`config.mk`:
```
export PLATFORM = sky130hd
export DESIGN_NAME = lpc_fwh_decoder
export DESIGN_NICKNAME = d
export VERILOG_FILES = /design/src/rtl/lpcdec_pkg.sv /design/src/rtl/lpcdec_regs.sv /design/src/rtl/lpcdec_io_match.sv /design/src/rtl/lpcdec_mem_match.sv /design/src/rtl/lpc_fwh_decoder.sv
export SDC_FILE = /design/constraint.sdc
export NUM_CORES = 1
export LEC_CHECK = 0
export BUFFER_PORTS_ARGS = -buffer_cell sky130_fd_sc_hd__buf_2
export CAP_MARGIN = 0
export CORE_UTILIZATION = 42
export CTS_CLUSTER_SIZE = 28
export DETAILED_ROUTE_END_ITERATION = 8
export GPL_TIMING_DRIVEN = 0
export PLACE_DENSITY_LB_ADDON = 0.1
export RECOVER_POWER = 25
export REMOVE_ABC_BUFFERS = 1
export SYNTH_ARGS = -nofsm -noshare
export SYNTH_HDL_FRONTEND = slang
export SYNTH_SLANG_ARGS = --single-unit
```
`constraint.sdc`:
```
create_clock -name clk -period 1.6 [get_ports clk]
set_input_delay 0.24 -clock clk [delete_from_list [all_inputs] [get_ports clk]]
set_output_delay 0.24 -clock clk [all_outputs]
set_load 0.01 [all_outputs]
```
`src/rtl/lpcdec_pkg.sv`:
```
package lpcdec_pkg;
  localparam int IO_AW     = 16;
  localparam int NUM_IO_EN = 13;
  localparam int FWH_W     = 8;
  localparam int MEM_AW    = 32;

  typedef struct packed {
    logic [IO_AW-1:0] lo;
    logic [IO_AW-1:0] hi;
  } io_win_t;

  localparam io_win_t NO_WIN = '{lo: 16'hFFFF, hi: 16'h0000};

  function automatic io_win_t mk(input logic [15:0] lo, input logic [15:0] hi);
    io_win_t w;
    w.lo = lo;
    w.hi = hi;
    return w;
  endfunction

  // Each enable bit owns up to two inclusive port windows.
  function automatic io_win_t io_win(input int idx, input int part);
    io_win_t w;
    w = NO_WIN;
    case (idx)
      0:  if (part == 0) w = mk(16'h03F8, 16'h03FF);
      1:  if (part == 0) w = mk(16'h02F8, 16'h02FF);
      2:  if (part == 0) w = mk(16'h0378, 16'h037F);
      3:  w = (part == 0) ? mk(16'h03F0, 16'h03F5) : mk(16'h03F7, 16'h03F7);
      4:  if (part == 0) w = mk(16'h0220, 16'h0233);
      5:  if (part == 0) w = mk(16'h0330, 16'h0331);
      6:  if (part == 0) w = mk(16'h0388, 16'h038B);
      7:  if (part == 0) w = mk(16'h0200, 16'h020F);
      8:  w = (part == 0) ? mk(16'h0060, 16'h0060) : mk(16'h0064, 16'h0064);
      9:  if (part == 0) w = mk(16'h0530, 16'h0537);
      10: w = (part == 0) ? mk(16'h0062, 16'h0062) : mk(16'h0066, 16'h0066);
      11: if (part == 0) w = mk(16'h002E, 16'h002F);
      12: if (part == 0) w = mk(16'h004E, 16'h004F);
      default: w = NO_WIN;
    endcase
    return w;
  endfunction
endpackage

```
`src/rtl/lpcdec_regs.sv`:
```
module lpcdec_regs
  import lpcdec_pkg::*;
#(
  parameter int IO_W   = IO_AW,
  parameter int LIVE_W = NUM_IO_EN,
  parameter int HUB_W  = FWH_W
) (
  input  logic              clk,
  input  logic              rst_n,
  input  logic              pwr_good,
  input  logic              strap_in,
  input  logic              cfg_we,
  input  logic              cfg_sel,
  input  logic [IO_W-1:0]   cfg_wdata,
  output logic [IO_W-1:0]   io_en,
  output logic [HUB_W-1:0]  hub_en
);
  localparam logic [IO_W-1:0] LIVE_MASK = IO_W'((1 << LIVE_W) - 1);

  logic              pg_q;
  logic              pg_rise;
  logic [IO_W-1:0]   io_q, io_nx;
  logic [HUB_W-1:0]  hub_q, hub_nx;
  logic              io_ce, hub_ce;

  assign pg_rise = pwr_good & ~pg_q;

  always_comb begin
    io_ce  = cfg_we & ~cfg_sel;
    hub_ce = (cfg_we & cfg_sel) | pg_rise;
    io_nx  = cfg_wdata & LIVE_MASK;
    if (pg_rise) hub_nx = strap_in ? '0 : '1;
    else         hub_nx = cfg_wdata[HUB_W-1:0];
  end

  always_ff @(posedge clk or negedge rst_n) begin
    if (!rst_n) begin
      pg_q  <= 1'b0;
      io_q  <= '0;
      hub_q <= '0;
    end else begin
      pg_q <= pwr_good;
      if (io_ce)  io_q  <= io_nx;
      if (hub_ce) hub_q <= hub_nx;
    end
  end

  assign io_en  = io_q;
  assign hub_en = hub_q;

  AST_IO_RSVD_ZERO: assert property (@(posedge clk) disable iff (!rst_n)
    io_q[IO_W-1:LIVE_W] == '0);
  AST_STRAP_LOAD: assert property (@(posedge clk) disable iff (!rst_n)
    (pwr_good && !pg_q) |=> (hub_q == ($past(strap_in) ? {HUB_W{1'b0}} : {HUB_W{1'b1}})));
  AST_IO_WRITE_NEXT: assert property (@(posedge clk) disable iff (!rst_n)
    (cfg_we && !cfg_sel) |=> (io_q == ($past(cfg_wdata) & LIVE_MASK)));
endmodule

```
`src/rtl/lpcdec_io_match.sv`:
```
module lpcdec_io_match
  import lpcdec_pkg::*;
#(
  parameter int NWIN = NUM_IO_EN,
  parameter int AW   = IO_AW
) (
  input  logic            is_mem,
  input  logic [AW-1:0]   port,
  input  logic [NWIN-1:0] en,
  output logic            hit
);
  logic [NWIN-1:0] win_hit;

  for (genvar i = 0; i < NWIN; i++) begin : g_win
    localparam io_win_t W0 = io_win(i, 0);
    localparam io_win_t W1 = io_win(i, 1);
    logic in0, in1;
    assign in0 = (port >= W0.lo) && (port <= W0.hi);
    assign in1 = (port >= W1.lo) && (port <= W1.hi);
    assign win_hit[i] = en[i] & (in0 | in1);
  end

  assign hit = ~is_mem & (|win_hit);
endmodule

```
`src/rtl/lpcdec_mem_match.sv`:
```
module lpcdec_mem_match
  import lpcdec_pkg::*;
#(
  parameter int AW     = MEM_AW,
  parameter int BLK_AW = 19,
  parameter int SHD_AW = 17
) (
  input  logic          is_mem,
  input  logic [AW-1:0] addr,
  input  logic          en_hi,
  input  logic          en_lo,
  output logic          hit,
  output logic          shadow,
  output logic [AW-1:0] xlat
);
  localparam int TAG_W = AW - BLK_AW;
  localparam int SHT_W = AW - SHD_AW;
  localparam logic [TAG_W-1:0] TOP_TAG   = '1;
  localparam logic [TAG_W-1:0] TOP_TAG_1 = TOP_TAG - TAG_W'(1);
  localparam logic [TAG_W-1:0] REG_TAG   = TOP_TAG - TAG_W'(8);
  localparam logic [TAG_W-1:0] REG_TAG_1 = TOP_TAG - TAG_W'(9);
  localparam logic [SHT_W-1:0] LOW_SHT   = SHT_W'(7);

  logic [TAG_W-1:0] tag;
  logic hi_blk, lo_blk;

  assign tag    = addr[AW-1:BLK_AW];
  assign hi_blk = en_hi & ((tag == TOP_TAG)   | (tag == REG_TAG));
  assign lo_blk = en_lo & ((tag == TOP_TAG_1) | (tag == REG_TAG_1));
  assign shadow = is_mem & en_hi & (addr[AW-1:SHD_AW] == LOW_SHT);
  assign hit    = is_mem & (hi_blk | lo_blk | shadow);
  assign xlat   = shadow ? {{SHT_W{1'b1}}, addr[SHD_AW-1:0]} : addr;
endmodule

```
`src/rtl/lpc_fwh_decoder.sv`:
```
module lpc_fwh_decoder
  import lpcdec_pkg::*;
(
  input  logic              clk,
  input  logic              rst_n,
  input  logic              pwr_good,
  input  logic              strap_in,
  input  logic              cfg_we,
  input  logic              cfg_sel,
  input  logic [IO_AW-1:0]  cfg_wdata,
  output logic [IO_AW-1:0]  cfg_rdata,
  input  logic              cyc_is_mem,
  input  logic [MEM_AW-1:0] cyc_addr,
  output logic              fwd_lpc,
  output logic              fwd_fwh,
  output logic              shadow_hit,
  output logic [MEM_AW-1:0] xlat_addr
);
  logic [1:0]       rst_sync;
  logic             rst_int_n;
  logic [IO_AW-1:0] io_en;
  logic [FWH_W-1:0] hub_en;

  always_ff @(posedge clk or negedge rst_n) begin
    if (!rst_n) rst_sync <= 2'b00;
    else        rst_sync <= {rst_sync[0], 1'b1};
  end
  assign rst_int_n = rst_sync[1];

  lpcdec_regs u_regs (
    .clk(clk), .rst_n(rst_int_n), .pwr_good(pwr_good), .strap_in(strap_in),
    .cfg_we(cfg_we), .cfg_sel(cfg_sel), .cfg_wdata(cfg_wdata),
    .io_en(io_en), .hub_en(hub_en)
  );

  lpcdec_io_match u_io (
    .is_mem(cyc_is_mem), .port(cyc_addr[IO_AW-1:0]),
    .en(io_en[NUM_IO_EN-1:0]), .hit(fwd_lpc)
  );

  lpcdec_mem_match u_mem (
    .is_mem(cyc_is_mem), .addr(cyc_addr), .en_hi(hub_en[7]), .en_lo(hub_en[6]),
    .hit(fwd_fwh), .shadow(shadow_hit), .xlat(xlat_addr)
  );

  assign cfg_rdata = cfg_sel ? {{(IO_AW-FWH_W){1'b0}}, hub_en} : io_en;

  AST_LPC_IO_ONLY: assert property (@(posedge clk) disable iff (!rst_int_n)
    fwd_lpc |-> !cyc_is_mem);
  AST_FWH_MEM_ONLY: assert property (@(posedge clk) disable iff (!rst_int_n)
    fwd_fwh |-> cyc_is_mem);
  AST_SHADOW_XLAT: assert property (@(posedge clk) disable iff (!rst_int_n)
    shadow_hit |-> (fwd_fwh && xlat_addr[31:17] == 15'h7FFF));
  AST_SHADOW_NEEDS_F8: assert property (@(posedge clk) disable iff (!rst_int_n)
    shadow_hit |-> hub_en[7]);
  AST_NO_SHADOW_PASS: assert property (@(posedge clk) disable iff (!rst_int_n)
    !shadow_hit |-> (xlat_addr == cyc_addr));
endmodule

```
Yosys cells after proc, flatten, opt, wreduce, memory -nomap -nowiden
Index checks and enable logic that the tools add are counted.
- equality and inequality tests: 5
- reductions and logical operators: 18
- bitwise operators: 43
- $lt $le $gt $ge: 34
- muxes and demuxes: 4
- operators by type and width (cell ; count):
    greater-or-equal comparator 16 x 10 -> 1 bit, second input constant ; 9
    <= comparator 16 x 10 -> 1 bit, second input constant ; 9
    greater-or-equal comparator 16 x 7 -> 1 bit, second input constant ; 5
    <= comparator 16 x 7 -> 1 bit, second input constant ; 5
    equality test 13 bit, second input constant ; 4
    2-to-1 mux 32 bit ; 1
    bitwise AND 1 bit ; 22
    OR 1 bit ; 18
    logical AND 1 bit ; 17
    greater-or-equal comparator 16 x 11 -> 1 bit, second input constant ; 1
    greater-or-equal comparator 16 bit, second input constant ; 1
    greater-or-equal comparator 16 x 6 -> 1 bit, second input constant ; 1
    <= comparator 16 x 1 -> 1 bit, second input constant ; 1
    <= comparator 16 x 11 -> 1 bit, second input constant ; 1
    <= comparator 16 x 6 -> 1 bit, second input constant ; 1
    2-to-1 mux 8 bit ; 2
    equality test 15 x 3 -> 1 bit, second input constant ; 1
    2-to-1 mux 13 bit ; 1
    OR reduction 13 bit ; 1
    inverter 1 bit ; 3
- output and inout port bits: 51
- logic and storage cells: 108
- register bits after elaboration: 24
- bits of input ports: 55

Depth between registers and ports, before layout
- depth after elaboration: 6
- depth in mapped cells: 6
- gate-level depth less buffers: 5

Modules after synthesis
From an unflattened synthesis, not the netlist that was laid out.
- cell total of the unflattened synthesis: 181
- area total of the unflattened synthesis: 1840.5 um2
- modules (own cells, without submodules) (module ; area an instance (um2) ; seq. area each (um2) ; cells an instance ; times used):
    lpcdec_regs ; 1004.7 ; 550.5 ; 73 ; 1
    lpcdec_mem_match ; 342.8 ; 0.0 ; 49 ; 1
    lpc_fwh_decoder ; 247.7 ; 50.0 ; 21 ; 1
    lpcdec_io_match ; 245.2 ; 0.0 ; 38 ; 1

Least setup slack after synthesis
OpenSTA, ideal clock, no wires.
- kind: flip-flop to output port
- start point: reg u_regs.io_q[10] (netlist: u_regs.io_en[10])
- end point: out fwd_lpc
- slack: 17 ps
- stages on the path, launching flop included: 6
- data required time: 1360 ps
- path buffers: 0
- arrival: 1343 ps
- cells stage by stage: dfrtp_1 mux2i_1 nor4bb_1 o21ai_1 a211o_1 a211oi_1
- longest elaborated chain between the ends: 3
- ends and longest elaborated chain (element ; line ; source):
    start, declared ; lpcdec_regs.sv:22 ; logic [IO_W-1:0] io_q, io_nx;
    start signal, assigned ; lpcdec_regs.sv:43 ; if (io_ce) io_q <= io_nx;
    bitwise AND 1 bit ; lpcdec_io_match.sv:20 ; assign win_hit[i] = en[i] & (in0 | in1);
    OR reduction 13 bit ; lpcdec_io_match.sv:23 ; assign hit = ~is_mem & (|win_hit);
    bitwise AND 1 bit ; lpcdec_io_match.sv:23 ;
    end, declared ; lpc_fwh_decoder.sv:14 ; output logic fwd_lpc,
No other way between the ends.

Worst setup path in the final report
- start point: reg u_regs.io_q[8] (netlist: u_regs.io_en[8])
- end point: out fwd_lpc
Same word-level chain as after synthesis.

==> run summary <==
The flow ran to the end, but the final reports show violations. The final reports fail on negative setup slack. The buffer levels on the longest clock path is 2.

Synthesis instantiated 39 different standard cells from the library. The smallest hold slack is between 0.09 and 0.1 ns. The detailed-route wire length per cell is between 10 and 15 um. The dominant synthesized flop cell is sky130_fd_sc_hd__dfrtp_1. In this run the cell area of the synthesized design comes to about 1600 um2. The maximum operating frequency came out at 497.4 MHz. The final sum of negative setup slack came out at -1.723 ns. The global placer's final weighted congestion came out at ~0.8. For this run, the share of the core covered by cells in the final layout is between 60 and 70%.

In this run, synthesis produced a sequential element count of 24. The number of antenna violations at the first check in global routing came to 0. The final instance area came out at around 2300 um2.

The worst clock skew came out at 0.006465 ns. The overall track demand over capacity in global routing is about a fifth. The total of max-cap violations is 0. Power spread over the standard cell area amounts to between 700 and 800 nW/um2. The number of pins with negative max-slew slack in the final report is 0. CTS built an H-tree with a depth of 1.

By startpoint and endpoint, the worst setup path is classified as flop to output port. The maximum net fanout on the critical path came out at 3. In the post-route analysis, the smallest setup slack over all paths is -0.4106 ns. In this run switching power makes up between 20 and 30% of total power. The fraction of layout instances using a drive strength above 1 came out at about half. The number of nets at the end of the flow is roughly 310. Counting I/O delays and the setup requirement, the final critical path takes 2.011 ns. The cell internal power dissipation is between 1 and 1.5 mW.

The area inside the core boundary came out at between 3000 and 4000 um2. The total congestion overflow came out at 0. The count of unresolved DRC violations after routing came out at 0. The number of setup violations in the final report is 14.

The completed layout was analyzed and its total power is 1.663 mW. Headroom to the max-slew limit came out at a little over two fifths. Compared with the post-synthesis result, the final layout area differs by 38.31%. The register clock-pin slew on the reported worst setup and hold paths is roughly 0.080 ns. The total via count after detailed routing came out at between 1500 and 2000. In this run, the combinational gates consume between 30% and 40% of the power. The first-iteration detailed-routing DRC count is 38. The data arrival time at the worst-slack endpoint is 1.77 ns. The data required time at the worst endpoint is roughly 1.4 ns. The floorplan step set the die width to approximately 65 um. The count of pins on the block boundary came out at approximately 110. The residual antenna-violating net count after detailed routing came out at 0. Input and output buffers added on the ports amount to between 90 and 100. The number of buffers created by CTS came out at 3. The clock insertion delay at the later pin of the skew report is between 0.2 and 0.3 ns. The number of enable flip-flop cells after synthesis came out at 0.

The initial core utilization is 44.21%. The cell chosen for the clock root is sky130_fd_sc_hd__clkbuf_8. The first global-routing pass estimated 6.403 mm of wire. The routed via count divided by cell count came out at roughly 5.3.

For the pin with the worst max-slew slack, the measured transition is between 0.8 and 0.9 ns. The overall routed net length came out at about 4.4 mm. The Yosys warning count came out at 0. The number of hold-slack violations in the final timing report came out at 0.

The post-synthesis area per instance is 9.334 um2. The number of instances in the synthesized netlist came out at 176. In this run the worst hold path is classified as primary input to flop.

Dividing the final minimum period by the clock period gives 125.7%. The CTS tree is built. After synthesis, flip-flops and latches occupy between 30 and 40% of the total area.

The number of rows in the core area is 22. The clock net sink count is 24. The via count of the first global-routing pass came to approximately 1300. In this run, the clock network consumes 24.4% of the power. Summed over all nets, the switching power comes to between 0.4 and 0.5 mW. The part of the total power dissipated in sequential elements came out at roughly 45%.

Summed over all cells, the static leakage comes to about 1.1 nW. The worst voltage drop across the vdd grid is around 600 uV. The die span in y came out at approximately 65 um. STA classifies the critical path endpoint as an output port. Entering global routing, the biggest net connects 23 pins. 0 antenna diodes ended up in the layout. Before antenna repair, the detailed router went through 4 iterations. The placed standard-cell area is around 2000 um2. The placed wire-length estimate after detailed placement is 3.120 mm. Setup repair after global routing could not meet its margin everywhere. The fraction of synthesis flops using an asynchronous set or reset pin came out at between 90% and 100%. The die covers 4165 um2. STA classifies the critical path startpoint as a flop. The total of fill cells in the finished design is between 300 and 400.
-- worst max-delay path, stage by stage (launching register included) --
cell and delay (ns):
sky130_fd_sc_hd__dfrtp_1 0.38, sky130_fd_sc_hd__mux2i_2 0.09, sky130_fd_sc_hd__nor4bb_1 0.28, sky130_fd_sc_hd__o21ai_1 0.11, sky130_fd_sc_hd__a211o_1 0.28, sky130_fd_sc_hd__a211oi_2 0.22
sky130_fd_sc_hd__buf_2 0.16
-- layer usage --
metal  vias up  part of all wire (%)  track usage [%]
met3        10                   7.0            2.641
li1        757                     -                -
met2        79                    48            31.18
met5         -                     0                0
met1       750                    43            27.70
met4         0                   2.1            5.833
-- metrics by stage --
| step | cells | setup WS (ns) |
|---|---|---|
| 2_1_floorplan | 148 | -0.1915 |
| 3_3_place_gp | 293 | -0.5688 |
| 3_5_place_dp | 293 | -0.5659 |
| 4_1_cts | 301 | -0.3980 |
| 5_1_grt | 304 | -0.4438 |
| 6_report | 304 | -0.4106 |
-- cell families after synthesis --
| kind of cell | share of synthesized area [%] |
|---|---|
| AO/OA/AOI/OAI | 8.454 |
| buffers and inverters | 12.26 |
| multiplexers | 16.22 |
| other | 0.4571 |
| flip-flops | 36.56 |
| AND/OR/NAND/NOR | 26.05 |
-- power by group through the flow --
stage	clock [mW]	combinational, mW	sequential [mW]
floorplan	0	0.227	0.739
global placement	0	0.445	0.759
detailed placement	0	0.447	0.763
CTS	0.411	0.467	0.751
global route	0.436	0.552	0.764
finish	0.405	0.506	0.751
-- placed cells by master (no fill, tap or decap), types with 4 or more instances in the layout --
cell	count
sky130_fd_sc_hd__nor2_1	7
sky130_fd_sc_hd__dfrtp_1	24
sky130_fd_sc_hd__conb_1	4
sky130_fd_sc_hd__or2_4	8
sky130_fd_sc_hd__mux2_2	21
sky130_fd_sc_hd__buf_4	6
sky130_fd_sc_hd__buf_2	64
sky130_fd_sc_hd__or2_2	4
sky130_fd_sc_hd__clkbuf_1	16
sky130_fd_sc_hd__nand2_1	23
sky130_fd_sc_hd__buf_6	16
sky130_fd_sc_hd__nor2b_1	5
sky130_fd_sc_hd__nand4_1	4
sky130_fd_sc_hd__clkbuf_8	4
sky130_fd_sc_hd__a31oi_1	8
-- flip-flops by register name, indices dropped and copies added, names as in the netlist --
signal / cells
u_regs.io_en: 13
u_regs.hub_en: 8
rst_sync: 2
u_regs.pg_q: 1
-- Yosys cell counts, drive strengths merged (2+ instances only) --
cell type / number / area, um2
a31oi: 8 / 50.05
and3: 2 / 12.51
and4b: 2 / 20.02
buf: 23 / 167.7
clkbuf: 7 / 26.28
conb: 2 / 7.510
dfrtp: 24 / 600.6
inv: 2 / 7.510
mux2: 21 / 236.5
mux2i: 3 / 30.03
nand2: 23 / 86.33
nand3: 2 / 10.01
nand3b: 2 / 15.01
nand4: 4 / 25.02
nor2: 7 / 26.28
nor2b: 6 / 37.54
nor3: 2 / 10.01
nor4: 3 / 25.02
nor4b: 3 / 38.79
o21a: 2 / 15.01
o21ai: 3 / 15.01
o311ai: 2 / 17.52
or2: 12 / 75.07
-- area by class of cell --
cell class,instances,area (um2),share of cell area [%]
Inverter,2,7.507,0.3304
Multi-Input combinational cell,122,918.4,40.42
Clock buffer,4,55.05,2.423
Sequential cell,24,600.6,26.43
Timing Repair Buffer,104,630.6,27.75
Tap cell,48,60.06,2.643
-- worst paths after layout --
kind                                  from               end  slack, ns  cells after the start
min                               pwr_good       u_regs.pg_q       0.09                      1
min reg2reg                    rst_sync[0]       rst_sync[1]       0.35                      0
max in group asynchronous      rst_sync[1]   u_regs.io_en[0]       0.72                      0
max                        u_regs.io_en[8]           fwd_lpc      -0.41                      6
max reg2reg                    u_regs.pg_q  u_regs.hub_en[7]       0.20                      3
min in group asynchronous            rst_n       rst_sync[1]       0.29                      2
-- timing repair --
action / in CTS / in global routing
pin swaps: 9 / 8
resized for setup: 8 / 29
hold endpoints to repair: 2 / 0
gates cloned: 0 / 1
endpoints found under the setup margin: 28 / 15
setup buffers: 3 / 2
hold buffers: 1 / 0
Power figures use the tool's default switching activity.
